[src/rtl/pwm_sr_pkg.sv]
// Package: shared encodings for the set/reset PWM channel.
// Assumes two-bit select fields, decoded the same way by every user.
package pwm_sr_pkg;
    typedef enum logic [1:0] {
        CLR_NONE = 2'b00,
        CLR_A    = 2'b01,
        CLR_B    = 2'b10,
        CLR_RSVD = 2'b11
    } clr_src_e;

    // Bit 1 set marks a paired-channel mode that owns the output.
    function automatic logic combo_owns_output(input logic [1:0] mode);
        return mode[1];
    endfunction
endpackage

[src/rtl/sr_counter.sv]
// Module: up counter with a synchronous clear on a selected compare match.
// Assumes clr_hit is already qualified by tick, so a clear wins over the increment.
module sr_counter #(
    parameter int W = 16
) (
    input  logic         clk,
    input  logic         rst_n,
    input  logic         tick,
    input  logic         clr_hit,
    output logic [W-1:0] cnt
);
    // Count on ticks, clear to zero on a selected match.
    always_ff @(posedge clk) begin
        if (!rst_n)       cnt <= '0;
        else if (clr_hit) cnt <= '0;
        else if (tick)    cnt <= cnt + 1'b1;
    end


    cnt_step_chk: assert property (@(posedge clk) disable iff (!rst_n)
        (tick && !clr_hit) |=> cnt == $past(cnt) + 1'b1);

    cnt_hold_chk: assert property (@(posedge clk) disable iff (!rst_n)
        (!tick && !clr_hit) |=> $stable(cnt));

    cnt_clear_chk: assert property (@(posedge clk) disable iff (!rst_n)
        clr_hit |=> cnt == '0);
endmodule

[src/rtl/sr_compare.sv]
// Module: bank of N equality comparators against the running count.
// Assumes a match counts only on a tick, so a paused counter does not retrigger.
module sr_compare #(
    parameter int W = 16,
    parameter int N = 2
) (
    input  logic                tick,
    input  logic [W-1:0]        cnt,
    input  logic [N-1:0][W-1:0] cmp_vals,
    output logic [N-1:0]        hit
);
    for (genvar i = 0; i < N; i++) begin : g_cmp
        // Qualified equality for register i.
        always_comb hit[i] = tick && (cnt == cmp_vals[i]);
    end
endmodule

[src/rtl/sr_flag.sv]
// Module: sticky event flag with a clear strobe; a set wins over a clear.
// Assumes set and clr are single-cycle qualified events.
module sr_flag (
    input  logic clk,
    input  logic rst_n,
    input  logic set,
    input  logic clr,
    output logic flag
);
    // Latch events until cleared.
    always_ff @(posedge clk) begin
        if (!rst_n)   flag <= 1'b0;
        else if (set) flag <= 1'b1;
        else if (clr) flag <= 1'b0;
    end


    flag_set_chk: assert property (@(posedge clk) disable iff (!rst_n)
        set |=> flag);

    flag_clr_chk: assert property (@(posedge clk) disable iff (!rst_n)
        (clr && !set) |=> !flag);

    flag_sticky_chk: assert property (@(posedge clk) disable iff (!rst_n)
        (flag && !clr) |=> flag);
endmodule

[src/rtl/sr_output.sv]
// Module: set/reset output register; the reset event has priority.
// Assumes active already includes the combination-mode override.
module sr_output (
    input  logic clk,
    input  logic rst_n,
    input  logic active,
    input  logic set_hit,
    input  logic rst_hit,
    output logic pin
);
    // Drive the pin from the compare events, or low when inactive.
    always_ff @(posedge clk) begin
        if (!rst_n)       pin <= 1'b0;
        else if (!active) pin <= 1'b0;
        else if (rst_hit) pin <= 1'b0;
        else if (set_hit) pin <= 1'b1;
    end


    out_set_chk: assert property (@(posedge clk) disable iff (!rst_n)
        (active && set_hit && !rst_hit) |=> pin);

    out_reset_chk: assert property (@(posedge clk) disable iff (!rst_n)
        (active && rst_hit) |=> !pin);

    out_hold_chk: assert property (@(posedge clk) disable iff (!rst_n)
        (active && !set_hit && !rst_hit) |=> $stable(pin));

    out_idle_chk: assert property (@(posedge clk) disable iff (!rst_n)
        !active |=> !pin);
endmodule

[src/rtl/pwm_sr_channel.sv]
// Module: timer channel that produces a set/reset PWM from two compare registers.
// Assumes all inputs are synchronous to clk; the combination-mode field outranks pwm_en.
module pwm_sr_channel
    import pwm_sr_pkg::*;
#(
    parameter int CNT_W = 16
) (
    input  logic             clk,
    input  logic             rst_n,
    input  logic             tick_en,
    input  logic [CNT_W-1:0] cmp_a,
    input  logic [CNT_W-1:0] cmp_b,
    input  logic             pwm_en,
    input  logic [1:0]       combo_mode,
    input  logic [1:0]       clr_sel,
    input  logic             flag_clr_a,
    input  logic             flag_clr_b,
    output logic [CNT_W-1:0] count,
    output logic             pwm_out,
    output logic             match_flag_a,
    output logic             match_flag_b
);
    localparam int NCMP = 2;
    localparam int IDX_A = 0;
    localparam int IDX_B = 1;

    logic [NCMP-1:0][CNT_W-1:0] cmp_vals;
    logic [NCMP-1:0]            hit;
    logic [NCMP-1:0]            fclr;
    logic [NCMP-1:0]            flags;
    logic                       clr_hit;
    logic                       out_active;
    clr_src_e                   clr_src;

    // Pack the compare registers and clear strobes for the banks.
    always_comb begin
        cmp_vals[IDX_A] = cmp_a;
        cmp_vals[IDX_B] = cmp_b;
        fclr[IDX_A]     = flag_clr_a;
        fclr[IDX_B]     = flag_clr_b;
    end

    // Pick the counter clear event from the selected register.
    always_comb begin
        clr_src = clr_src_e'(clr_sel);
        unique case (clr_src)
            CLR_A:   clr_hit = hit[IDX_A];
            CLR_B:   clr_hit = hit[IDX_B];
            default: clr_hit = 1'b0;
        endcase
    end

    // The output is ours only when enabled and not claimed by a combination mode.
    always_comb out_active = pwm_en && !combo_owns_output(combo_mode);

    sr_counter #(.W(CNT_W)) cnt_i (
        .clk(clk), .rst_n(rst_n), .tick(tick_en), .clr_hit(clr_hit), .cnt(count)
    );

    sr_compare #(.W(CNT_W), .N(NCMP)) cmp_i (
        .tick(tick_en), .cnt(count), .cmp_vals(cmp_vals), .hit(hit)
    );

    for (genvar i = 0; i < NCMP; i++) begin : g_flag
        sr_flag flag_i (
            .clk(clk), .rst_n(rst_n), .set(hit[i]), .clr(fclr[i]), .flag(flags[i])
        );
    end

    sr_output out_i (
        .clk(clk), .rst_n(rst_n), .active(out_active),
        .set_hit(hit[IDX_A]), .rst_hit(hit[IDX_B]), .pin(pwm_out)
    );

    assign match_flag_a = flags[IDX_A];
    assign match_flag_b = flags[IDX_B];


    combo_override_chk: assert property (@(posedge clk) disable iff (!rst_n)
        combo_mode[1] |=> !pwm_out);

    clr_a_sel_chk: assert property (@(posedge clk) disable iff (!rst_n)
        (tick_en && clr_sel == 2'b01 && count == cmp_a) |=> count == '0);

    clr_b_sel_chk: assert property (@(posedge clk) disable iff (!rst_n)
        (tick_en && clr_sel == 2'b10 && count == cmp_b) |=> count == '0);

    reset_state_chk: assert property (@(posedge clk)
        !rst_n |=> (count == '0 && !pwm_out && !match_flag_a && !match_flag_b));
endmodule

[config.mk]
export PLATFORM = sky130hd
export DESIGN_NAME = pwm_sr_channel
export DESIGN_NICKNAME = d
export VERILOG_FILES = /design/src/rtl/pwm_sr_pkg.sv /design/src/rtl/sr_counter.sv /design/src/rtl/sr_compare.sv /design/src/rtl/sr_flag.sv /design/src/rtl/sr_output.sv /design/src/rtl/pwm_sr_channel.sv
export SDC_FILE = /design/constraint.sdc
export NUM_CORES = 1
export LEC_CHECK = 0
export BUFFER_PORTS_ARGS = -buffer_cell sky130_fd_sc_hd__buf_2
export CORE_MARGIN = 8
export CORE_UTILIZATION = 45
export CTS_CLUSTER_SIZE = 24
export DETAILED_ROUTE_END_ITERATION = 8
export HOLD_SLACK_MARGIN = 0.03
export PLACE_DENSITY = 0.83
export SLEW_MARGIN = 20
export SYNTH_ARGS = -nofsm -noshare
export SYNTH_HDL_FRONTEND = slang
export SYNTH_HIERARCHICAL = 1
export SYNTH_SLANG_ARGS = --single-unit
[constraint.sdc]
create_clock -name clk -period 3.5 [get_ports clk]
set_input_delay 1.05 -clock clk [delete_from_list [all_inputs] [get_ports clk]]
set_output_delay 1.05 -clock clk [all_outputs]
set_load 0.1 [all_outputs]
==> Word-level counts from Yosys, hierarchy flattened <==
Cells that the tools add are included.
{ "totals": {"output_inout_bits": 19, "in_bits": 42, "rom_bits": 0, "latch_bits": 0, "mem_bits_rw": 0, "memories": 0, "elab_cells": 24, "register_bits": 19} }
{ "classes": {"add_sub_neg": 1, "n_bitwise": 2, "shift": 0, "n_eq_ne": 4, "n_div": 0, "order_cmp": 0, "mul": 0, "muxes": 5, "reduce_logical": 8} }
{ "op_table": {"columns": ["cell", "n"], "rows": [
  ["$eq A16 B16 Y1", 2],
  ["$add A16 B1 Y16 const B", 1],
  ["$mux W1", 4],
  ["$reduce_bool A2 Y1", 2],
  ["$logic_and A1 B1 Y1", 3],
  ["$reduce_or A3 Y1", 1],
  ["$eq A2 B1 Y1 const B", 1],
  ["$eq A2 B2 Y1 const B", 1],
  ["$not A1 Y1", 2],
  ["$pmux W1 S2", 1],
  ["$reduce_or A2 Y1", 1],
  ["$logic_not A1 Y1", 1]
]} }

==> Depth between registers and ports, before layout <==
Gate-level depths: netlist of run 1.
{ "logic_depth": {"depth_word": 4, "depth_mapped": 10, "mapped_depth_nobuf": 10} }

==> Hierarchy <==
The synthesis of run 1 kept the hierarchy.
{ "by_module_without_submodules": {"columns": ["mod", "cells_per_inst", "seq_area_each_um2", "n_inst", "area_each_um2"], "rows": [
  ["sr_counter", 82, 320.3, 1, 708.2],
  ["sr_compare", 44, 0.0, 1, 362.8],
  ["sr_flag", 3, 20.0, 2, 41.3],
  ["pwm_sr_channel", 7, 0.0, 1, 50.0],
  ["sr_output", 4, 20.0, 1, 37.5]
]} }

==> Least setup slack after synthesis of run 1 <==
Ideal clock, no wire load.
{ "synth_timing": {"path_kind": "input port to flip-flop", "startpoint": "input cmp_a[14]", "endpoint": "register cnt_i.cnt[0]", "n_path_buf": 2, "stages": 10, "slack_ns": 0.572, "t_arrival_ns": 2.800, "setup_ns": 0.128, "t_required_ns": 3.372, "path_cell_list": "xor2_1 > nor4_1 > nand4_1 > nor4_2 > a22oi_1 > nor2_1 > nand2b_1 > clkbuf_1 > clkbuf_1 > nor2_1"} }
{ "synth_via": {"elab_chain_len": 4} }
{ "synth_rtl": {"columns": ["item", "line_no", "source"], "rows": [
  ["start, declared", "pwm_sr_channel.sv:11", "input logic [CNT_W-1:0] cmp_a,"],
  ["$eq A16 B16 Y1", "sr_compare.sv:14", "always_comb hit[i] = tick && (cnt == cmp_vals[i]);"],
  ["$logic_and A1 B1 Y1", "sr_compare.sv:14", null],
  ["net hit[0]", "pwm_sr_channel.sv:28", "logic [NCMP-1:0] hit;"],
  ["$pmux W1 S2", "pwm_sr_channel.sv:46", "unique case (clr_src)"],
  ["net clr_hit", "pwm_sr_channel.sv:31", "logic clr_hit;"],
  ["$reduce_or A2 Y1 (no line)", null, null],
  ["end signal, assigned", "sr_counter.sv:16", "else if (tick) cnt <= cnt + 1'b1;"],
  ["end, declared", "sr_counter.sv:10", "output logic [W-1:0] cnt"]
]} }
The timed path passes the listed nets, and every way through them passes these cells.
A chain may end at the register's enable or synchronous reset.

==> Worst setup path after layout of run 1 <==
{ "layout_timing": {"startpoint": "input cmp_a[2]", "endpoint": "register cnt_i.cnt[5]"} }
Same word-level chain as after synthesis.

==> results.cfg, run 1 <==
[setup_path]
cp.arrival_ns = 3.02
critPathLaunchType = input port
path_max_fanout = 10
cp-end-kind = register
worstPathRequired_ns = 3.68
path_class = input port to register

[logic_synthesis]
synth-main-ff-cell = dfxtp_1
avgSynthCellArea_sq_um = 8.68
yosysTopAreaCell = dfxtp_1
synth_commonest_cells = xnor2_1 (33), dfxtp_1 (19), nor2_1 (16)
syn-num-nets = 188
ys_ff_latch = 19
syn_area_sq_um = 1240
async_flop_share_pct = 0
syn_inst = 143
yosys_warnings = 6
synthTopCellsByArea = dfxtp_1 (31%), xnor2_1 (23%), xor2_1 (6.4%), nor2_1 (4.8%), nand4_1 (3.5%)
yosysUniqueCellTypes = 31
synth_edf_count = 0
yosysMostFrequentCell = xnor2_1
seq_area_frac_synth_pct = 30.6
netlist.area_leader.share_pct = 30.6

[power]
p_per_area_nw_per_um2 = 262
peakVddDrop_uv = 237
leakage_uw = 0.000676

[clock_tree]
cts_resized = 0
cts_made_buffers = 3
cts_setup_buffers = 0
clock_path_buffers = 2
h-tree-depth = 1
cts_sinks = 19
cts-root-buf = clkbuf_4
clock_latency_ns = 0.29
cts_hold_buf = 0
cts_tree = done
clkTransAtPathRegs_ns = 0.11

[drt]
drtIter0Drc = 29
drtPass1Iterations = 4
vias = 1230
routed_wl_um = 3500
routed_via_density = 5.21
drc_errors = 0
wl_per_cell_um = 14.8
ant_nets = 0

[worst_hold_path]
min_path_type = register to register

[floorplan]
core_sq_um = 2690
io_pins = 61
die_x_um = 68.5
rows = 19
die_area_sq_um = 4690
start_util_pct = 46.2
die_h_um = 68.5

[flow_run]
drv_cap = 0

[global_routing]
gr-usage-all-layers_pct = 15.6
grt-ovfl-total = 0
antenna_found_initial = 0
grt_pass1_vias = 1225
grt_max_degree = 12
grt_pass1_wl_um = 5570

[timing]
final-max-slew-violation-count = 0
rsz0062_at_grt = no
min_period_ns = 2.84
layout_setup_ws_ns = 0.663
finalSetupViolations = 0
fin_crit_sh_pct = 81.1
hold_viol = 0
tns_ns = 0
tightest_slew_ns = 0.637
max_freq_mhz = 353
fin_worst_skew_ns = 0.00491
max_slew_margin_pct = 57.1

[layout]
drive_above_1_share_pct = 35.6
diodes = 0
fillers = 267
fin_nets = 251
design_area_sq_um = 1600
syn2layout_area_growth_pct = 29.1

[placement]
io_buffers = 59
dp_hpwl_um = 2870
gp_congestion = 0.818
dpl_worst_slack_ns = 0.382
post_dp_cell_area_sq_um = 1580

[run_status]
status = completed
-- stage by stage --
step	utilization, %	cells	power, uW	hold slack, ns
finish	59.7	236	420	0.530
detailed placement	58.6	232	315	0.517
global placement	58.6	232	313	0.509
global route	59.7	236	450	0.572
floorplan	-	143	277	0.965
CTS	59.7	236	424	0.533
-- per-layer routing --
metal | up-vias | GRT usage, % | share of wire, %
li1 | 611 | - | -
met1 | 563 | 18.4 | 42
met2 | 56 | 26.1 | 45
met3 | 0 | 6.62 | 13
met4 | 0 | 2.30 | 0
met5 | - | 0 | 0
-- area by class of cell --
type / count / area (sq um) / share of cell area [%]
multi-input cells: 116 / 831 / 51.8
flip-flops and latches: 19 / 380 / 23.7
repair buffers: 60 / 303 / 18.9
well taps: 31 / 38.8 / 2.42
clock buffers: 3 / 22.5 / 1.41
inverters: 6 / 22.5 / 1.41
clock inverters: 1 / 5.00 / 0.312
-- power breakdown --
group | internal [uW] | total (uW) | leakage (uW) | switching (uW)
Sequential | 219 | 224 | 0.000153 | 5.35
Combinational | 38.1 | 85.3 | 0.000505 | 47.2
Clock | 42.5 | 110 | 0.0000177 | 67.9
Total | 299 | 420 | 0.000676 | 120
-- worst paths after layout --
| kind | start | end | slack (ns) | cells after the start |
|---|---|---|---|---|
| setup reg to reg | cnt_i/cnt[2]$_SDFFE_PP0P_ | cnt_i/cnt[5]$_SDFFE_PP0P_ | 1.03 | 9 |
| hold reg to reg | out_i/pin$_SDFFE_PP0P_ | out_i/pin$_SDFFE_PP0P_ | 0.53 | 2 |
| setup / recovery | cmp_a[2] | cnt_i/cnt[5]$_SDFFE_PP0P_ | 0.66 | 10 |
| hold / removal | out_i/pin$_SDFFE_PP0P_ | out_i/pin$_SDFFE_PP0P_ | 0.53 | 2 |
-- flip-flops by register name, indices dropped and copies added (netlist names) --
| name | count |
|---|---|
| cnt_i/cnt | 16 |
| out_i/pin | 1 |
| g_flag.flag_i/flag | 2 |
-- critical path: stages --
cell      delay [ns]
buf_2           0.10
xor2_1          0.15
nor4_1          0.26
nand4_1         0.16
nor4_2          0.38
a22oi_1         0.15
nor2_1          0.17
nand2b_1        0.29
buf_4           0.23
a21oi_1         0.06
-- logic make-up after synthesis --
kind of cell	count (synthesis)	synth area share (%)
AOI/OAI and AO/OA	13	6.86
xor gates and xnor gates	42	29.6
adders and majority gates	3	3.02
buffers and inverters	8	2.42
DFF	19	30.6
muxes	1	0.806
and+or+nand+nor	57	26.6
-- cells in the final DEF, fill, tap and decap left out, drive strengths merged --
cell type,n
nor3,5
nand4,8
a21oi,4
a22oi,1
dfxtp,19
or3,2
buf,60
mux2i,1
ha,3
nand3,3
a31oi,1
a31o,1
nand2,9
o21a,2
inv,6
clkinv,1
nor2b,4
o21ai,2
nand2b,1
xor2,9
nor4,7
clkbuf,3
a41o,1
or4,2
xnor2,33
nor2,16
o31ai,1
(Power assumes the default switching activity.)
==> run 2, diff against run 1 <==
--- a/config.mk
+++ b/config.mk
@@ -5,13 +5,14 @@
 export SDC_FILE = /design/constraint.sdc
 export NUM_CORES = 1
 export LEC_CHECK = 0
+export ABC_AREA = 1
 export BUFFER_PORTS_ARGS = -buffer_cell sky130_fd_sc_hd__buf_2
 export CORE_MARGIN = 8
-export CORE_UTILIZATION = 45
+export CORE_UTILIZATION = 44
 export CTS_CLUSTER_SIZE = 24
 export DETAILED_ROUTE_END_ITERATION = 8
 export HOLD_SLACK_MARGIN = 0.03
-export PLACE_DENSITY = 0.83
+export PLACE_DENSITY = 0.8
 export SLEW_MARGIN = 20
 export SYNTH_ARGS = -nofsm -noshare
 export SYNTH_HDL_FRONTEND = slang
==> constraint.sdc (replaced) <==
create_clock -name clk -period 2.3 [get_ports clk]
set_input_delay 0.69 -clock clk [delete_from_list [all_inputs] [get_ports clk]]
set_output_delay 0.69 -clock clk [all_outputs]
set_load 0.1 [all_outputs]
==> results.cfg, run 2 <==
[floorplan]
die_area_sq_um = 5620
die_x_um = 75.0
rows = 21
io_pins = 61
start_util_pct = 45.9
die_h_um = 75.0
core_sq_um = 3340

[timing]
tightest_slew_ns = 0.500
min_period_ns = 2.05
tns_ns = 0
rsz0062_at_grt = no
hold_viol = 0
max_slew_margin_pct = 66.9
final-max-slew-violation-count = 0
fin_worst_skew_ns = 0.00786
max_freq_mhz = 487
fin_crit_sh_pct = 89.3
finalSetupViolations = 0

[logic_synthesis]
yosys_warnings = 6
synth_adder_area_share_pct = 2.45
synthSimpleGateAreaFrac_pct = 43.9
seq_area_frac_synth_pct = 24.8
syn_area_sq_um = 1530
yosysMostFrequentCell = nand2_1
netlist.area_leader.share_pct = 24.8
synth_compound_area_share_pct = 10.5
syn-num-nets = 320
avgSynthCellArea_sq_um = 5.57
async_flop_share_pct = 0
synth_edf_count = 0
yosysTopAreaCell = dfxtp_1
synth_xor_area_share_pct = 4.58
synthMuxAreaShare_pct = 0
synth-main-ff-cell = dfxtp_1
ys_ff_latch = 19
yosysUniqueCellTypes = 22
synth_commonest_cells = nand2_1 (93), inv_1 (50), nor2_1 (43)
syn_inst = 275
synthTopCellsByArea = dfxtp_1 (25%), nand2_1 (23%), inv_1 (12%), nor2_1 (11%), xor2_1 (4.6%)
synth_top_family_by_area = simple AND/OR/NAND/NOR gates

[clock_tree]
cts_made_buffers = 3
cts_resized = 0
clkTransAtPathRegs_ns = 0.12
cts_sinks = 19
cts-root-buf = clkbuf_4
h-tree-depth = 1
cts_hold_buf = 0
cts_setup_buffers = 0
cts_tree = done
clock_path_buffers = 2
clock_latency_ns = 0.30

[global_routing]
met3_usage_pct = 2.53
grt_use_met1_pct = 18.1
grt_use_met2_pct = 28.2
grt_max_degree = 12
grt.busiest_layer = met2
grt-ovfl-total = 0
grt_pass1_wl_um = 7030
antenna_found_initial = 0
gr-usage-all-layers_pct = 15.8
grt_pass1_vias = 1707

[setup_path]
cp-end-kind = primary output
critPathLaunchType = register
cp_top_family = flip-flops
critPathMaxStageDelay_ns = 0.56
worstPathRequired_ns = 1.61
path_class = register to primary output
r2r-start = cnt_i/cnt[11]$_SDFFE_PP0P_
cp_slowest_cell = dfxtp_1
reg2reg_to = cnt_i/cnt[13]$_SDFFE_PP0P_
path_max_fanout = 9
crit_start = cnt_i/cnt[6]$_SDFFE_PP0P_
cp.arrival_ns = 1.36
crit_chain = buf_2
crit_cells = 1
cp_num_buf_inv = 1
endpoint = count[6]
reg2reg_slack_ns = 0.39
rr_worst_depth = 13

[power]
cell_internal_pwr_uw = 453
p_sw_uw = 196
leakage_uw = 0.00105
pwr-share-seq_pct = 51.9
pwr-share-comb_pct = 21.2
clkPwrFrac_pct = 26.9
switching_share_pct = 30.2
peakVddDrop_uv = 220
p_per_area_nw_per_um2 = 333

[placement]
dp_hpwl_um = 3680
place_inst = 385
gp_congestion = 0.853
post_dp_cell_area_sq_um = 1920
io_buffers = 59

[layout]
fin_nets = 389
reg.largest.list = cnt_i/cnt x16, g_flag.flag_i/flag x2, out_i/pin x1
largest_reg_flops = 16
design_area_sq_um = 1950
drive_above_1_share_pct = 25.9
layoutNonFillerInstCount = 389
final_cell_mix = nand2_1 (93), buf_2 (59), inv_1 (50)
fin_util_pct = 58.5
syn2layout_area_growth_pct = 27.4
layout_commonest_cell = nand2_1
regMostFlops = cnt_i/cnt
diodes = 0

[run_status]
status = completed

[drt]
ant_nets = 0
routed_wl_um = 4440
wl_per_cell_um = 11.4
drtIter0Drc = 78
drc_errors = 0
routed_via_density = 4.63
drtPass1Iterations = 4
vias = 1802

[flow_run]
drv_cap = 0

[worst_hold_path]
min_path_type = register to register
-- run 2: worst register-to-register path, stage by stage (launching register included) --
cell     delay, ns
dfxtp_1       0.49
inv_1         0.11
nand2_1       0.07
nand2_1       0.04
nor2_1        0.08
nand2_1       0.05
nor2_1        0.15
nand2_1       0.09
nor2_2        0.12
nand2_1       0.08
a21oi_2       0.14
nor2_2        0.07
inv_1         0.21
nor2_1        0.09
-- run 2: cells by family after synthesis --
logic type / Yosys count
simple gates: 164
compound gates: 26
buf+inv: 55
xor+xnor: 8
flops: 19
fa+ha+maj: 3
-- run 2: final cells by class --
cell class                      instances  area (sq um)
Fill cell                             354          1390
Multi-Input combinational cell        201           941
Sequential cell                        19           382
Timing Repair Buffer                   65           340
Inverter                               54           203
Tap cell                               46          57.6
Clock buffer                            3          22.5
Clock inverter                          1          5.00
-- run 2: per-stage QoR --
step                      worst slack, ns  total power (uW)  hold WS (ns)
after floorplan                   0.00843               423         0.766
after global placement              0.181               480         0.450
after detailed placement            0.156               482         0.456
after CTS                           0.253               655         0.472
after global routing                0.172               687         0.497
final                               0.246               649         0.472
-- run 2: worst min-delay path by stage --
stage	from	end	slack, ns	cells past startpoint
2_1_floorplan	cnt_i/cnt[7]$_SDFFE_PP0P_	cnt_i/cnt[7]$_SDFFE_PP0P_	0.77	3
4_1_cts	g_flag[0].flag_i/flag$_SDFFE_PN0P_	g_flag[0].flag_i/flag$_SDFFE_PN0P_	0.47	2
3_5_place_dp	g_flag[0].flag_i/flag$_SDFFE_PN0P_	g_flag[0].flag_i/flag$_SDFFE_PN0P_	0.46	2
3_3_place_gp	g_flag[1].flag_i/flag$_SDFFE_PN0P_	g_flag[1].flag_i/flag$_SDFFE_PN0P_	0.45	2
5_1_grt	g_flag[1].flag_i/flag$_SDFFE_PN0P_	g_flag[1].flag_i/flag$_SDFFE_PN0P_	0.50	2
6_report	g_flag[0].flag_i/flag$_SDFFE_PN0P_	g_flag[0].flag_i/flag$_SDFFE_PN0P_	0.47	2
-- run 2: metal layers --
metal  share of wire, %  routed length, um  up-vias
li1                   -                  -      968
met1                 43               1890      775
met2                 48               2110       51
met3                8.0                357        8
met4                1.8                 82        0
met5                  0                  0        -
-- run 2: power groups by stage --
stage | logic (uW) | registers (uW) | clock network, uW
finish | 138 | 337 | 174
global route | 156 | 338 | 193
CTS | 138 | 337 | 180
detailed placement | 137 | 344 | 0
global placement | 135 | 345 | 0
floorplan | 58.2 | 365 | 0
==> run 3, diff against run 2 <==
--- a/config.mk
+++ b/config.mk
@@ -5,14 +5,13 @@
 export SDC_FILE = /design/constraint.sdc
 export NUM_CORES = 1
 export LEC_CHECK = 0
-export ABC_AREA = 1
 export BUFFER_PORTS_ARGS = -buffer_cell sky130_fd_sc_hd__buf_2
 export CORE_MARGIN = 8
-export CORE_UTILIZATION = 44
+export CORE_UTILIZATION = 41
 export CTS_CLUSTER_SIZE = 24
 export DETAILED_ROUTE_END_ITERATION = 8
 export HOLD_SLACK_MARGIN = 0.03
-export PLACE_DENSITY = 0.8
+export PLACE_DENSITY = 0.79
 export SLEW_MARGIN = 20
 export SYNTH_ARGS = -nofsm -noshare
 export SYNTH_HDL_FRONTEND = slang
==> results.cfg, run 3 (synthesis results as in run 1) <==
[setup_path]
cp_top_family = simple AND/OR/NAND/NOR gates
reg2reg_slack_ns = 0.14
r2r-start = cnt_i/cnt[14]$_SDFFE_PP0P_
crit_chain = buf_6 -> xor2_1 -> nor4_2 -> nand4_1 -> nor4_2 -> a22oi_1 -> nor2_1 -> nand2b_4 -> nor2_1 -> a31o_2
cp.arrival_ns = 2.48
worstPathRequired_ns = 2.50
rr_worst_depth = 9
cp-end-kind = register
reg2reg_to = cnt_i/cnt[12]$_SDFFE_PP0P_
crit_start = cmp_a[14]
cp_num_buf_inv = 1
critPathLaunchType = input port
critPathMaxStageDelay_ns = 0.35
cp_slowest_cell = nor4_2
path_max_fanout = 4
path_class = input port to register

[timing]
finalSetupViolations = 0
hold_viol = 0
rsz0062_at_grt = yes
max_freq_mhz = 440
fin_worst_skew_ns = 0.00170
fin_crit_sh_pct = 98.8
max_slew_margin_pct = 67.4
min_period_ns = 2.27
tightest_slew_ns = 0.492
final-max-slew-violation-count = 0

[clock_tree]
cts_tree = done
cts_sinks = 19
cts_made_buffers = 3
clkTransAtPathRegs_ns = 0.11
clock_latency_ns = 0.30
clock_path_buffers = 2
cts-root-buf = clkbuf_4
h-tree-depth = 1
cts_hold_buf = 0

[worst_hold_path]
worstHoldPathCells = 2
worstHoldStart = cnt_i/cnt[15]$_SDFFE_PP0P_
min_path_type = register to register
worstHoldEndpoint = cnt_i/cnt[15]$_SDFFE_PP0P_

[flow_run]
drv_cap = 0

[layout]
layout_commonest_cell = buf_2
regMostFlops = cnt_i/cnt
fin_nets = 260
largest_reg_flops = 16
reg.largest.list = cnt_i/cnt x16, g_flag.flag_i/flag x2, out_i/pin x1
final_cell_mix = buf_2 (58), xnor2_1 (33), nor2_1 (16)
fillers = 282
syn2layout_area_growth_pct = 38.6
fin_util_pct = 57.8
drive_above_1_share_pct = 46.3
diodes = 0
design_area_sq_um = 1720

[global_routing]
gr-usage-all-layers_pct = 14.3
grt_pass1_vias = 1284
grt-ovfl-total = 0
grt_pass1_wl_um = 5930
grt_max_degree = 12
antenna_found_initial = 0

[drt]
routed_via_density = 5.09
drc_errors = 0
ant_nets = 0
routed_wl_um = 3580
wl_per_cell_um = 14.5
vias = 1257
drtPass1Iterations = 4
drtIter0Drc = 31

[run_status]
status = completed

[placement]
post_dp_cell_area_sq_um = 1660
gp_congestion = 0.785
io_buffers = 59
dp_hpwl_um = 2870

[floorplan]
start_util_pct = 41.7
core_sq_um = 2980
die_x_um = 71.0
die_h_um = 71.0
rows = 20
io_pins = 61
die_area_sq_um = 5040

[power]
p_per_area_nw_per_um2 = 376
peakVddDrop_uv = 287
leakage_uw = 0.000732
[run 3: tightest hold or removal path: stages, from the launching register on]
cell     delay (ns)
dfxtp_2        0.36
o31ai_1        0.06
a21oi_1        0.06
[run 3: worst max path at each step]
| stage | end | slack (ns) | cells after the start |
|---|---|---|---|
| 2_1_floorplan | cnt_i/cnt[12]$_SDFFE_PP0P_ | -0.04 | 10 |
| 3_3_place_gp | cnt_i/cnt[12]$_SDFFE_PP0P_ | -0.35 | 10 |
| 3_5_place_dp | cnt_i/cnt[12]$_SDFFE_PP0P_ | -0.36 | 10 |
| 4_1_cts | cnt_i/cnt[9]$_SDFFE_PP0P_ | 0.02 | 10 |
| 5_1_grt | cnt_i/cnt[12]$_SDFFE_PP0P_ | -0.01 | 11 |
| 6_report | cnt_i/cnt[12]$_SDFFE_PP0P_ | 0.03 | 10 |
[run 3: cell type report]
type                       instances  area (sq um)  share of cell area (%)
clock buffer                       4          26.3                    1.53
inverter                           6          22.5                    1.31
multi-input combinational        116           845                    49.1
sequential                        19           405                    23.6
tap                               33          41.3                    2.40
timing repair buffer              69           380                    22.1
[run 3: layer usage]
layer	up-vias	routed length, um	track usage [%]
li1	631	-	-
met2	49	1660	23.3
met5	-	0	0
met3	6	329	6.36
met4	0	52	3.23
met1	571	1530	16.7
[run 3: where the power goes]
| group | internal (uW) | switching [uW] | total, uW |
|---|---|---|---|
| Sequential | 331 | 7.31 | 338 |
| Clock | 67.6 | 106 | 173 |
| Combinational | 61.8 | 73.8 | 136 |
[run 3: stage by stage]
| stage | total power, uW | worst slack (ns) | instances | TNS (ns) | hold WS [ns] |
|---|---|---|---|---|---|
| finish | 647 | 0.0286 | 247 | 0 | 0.516 |
| CTS | 652 | 0.0235 | 246 | 0 | 0.514 |
| floorplan | 421 | -0.0376 | 143 | -0.0376 | 0.661 |
| global route | 686 | -0.0147 | 247 | -0.0268 | 0.530 |
| global placement | 476 | -0.348 | 242 | -5.14 | 0.488 |
| detailed placement | 478 | -0.360 | 242 | -5.34 | 0.497 |
[run 3: timing repair]
item	CTS	global route
endpoints found under the setup margin	12	12
buffers inserted	0	1
resized for setup	1	3
pin swaps	0	7
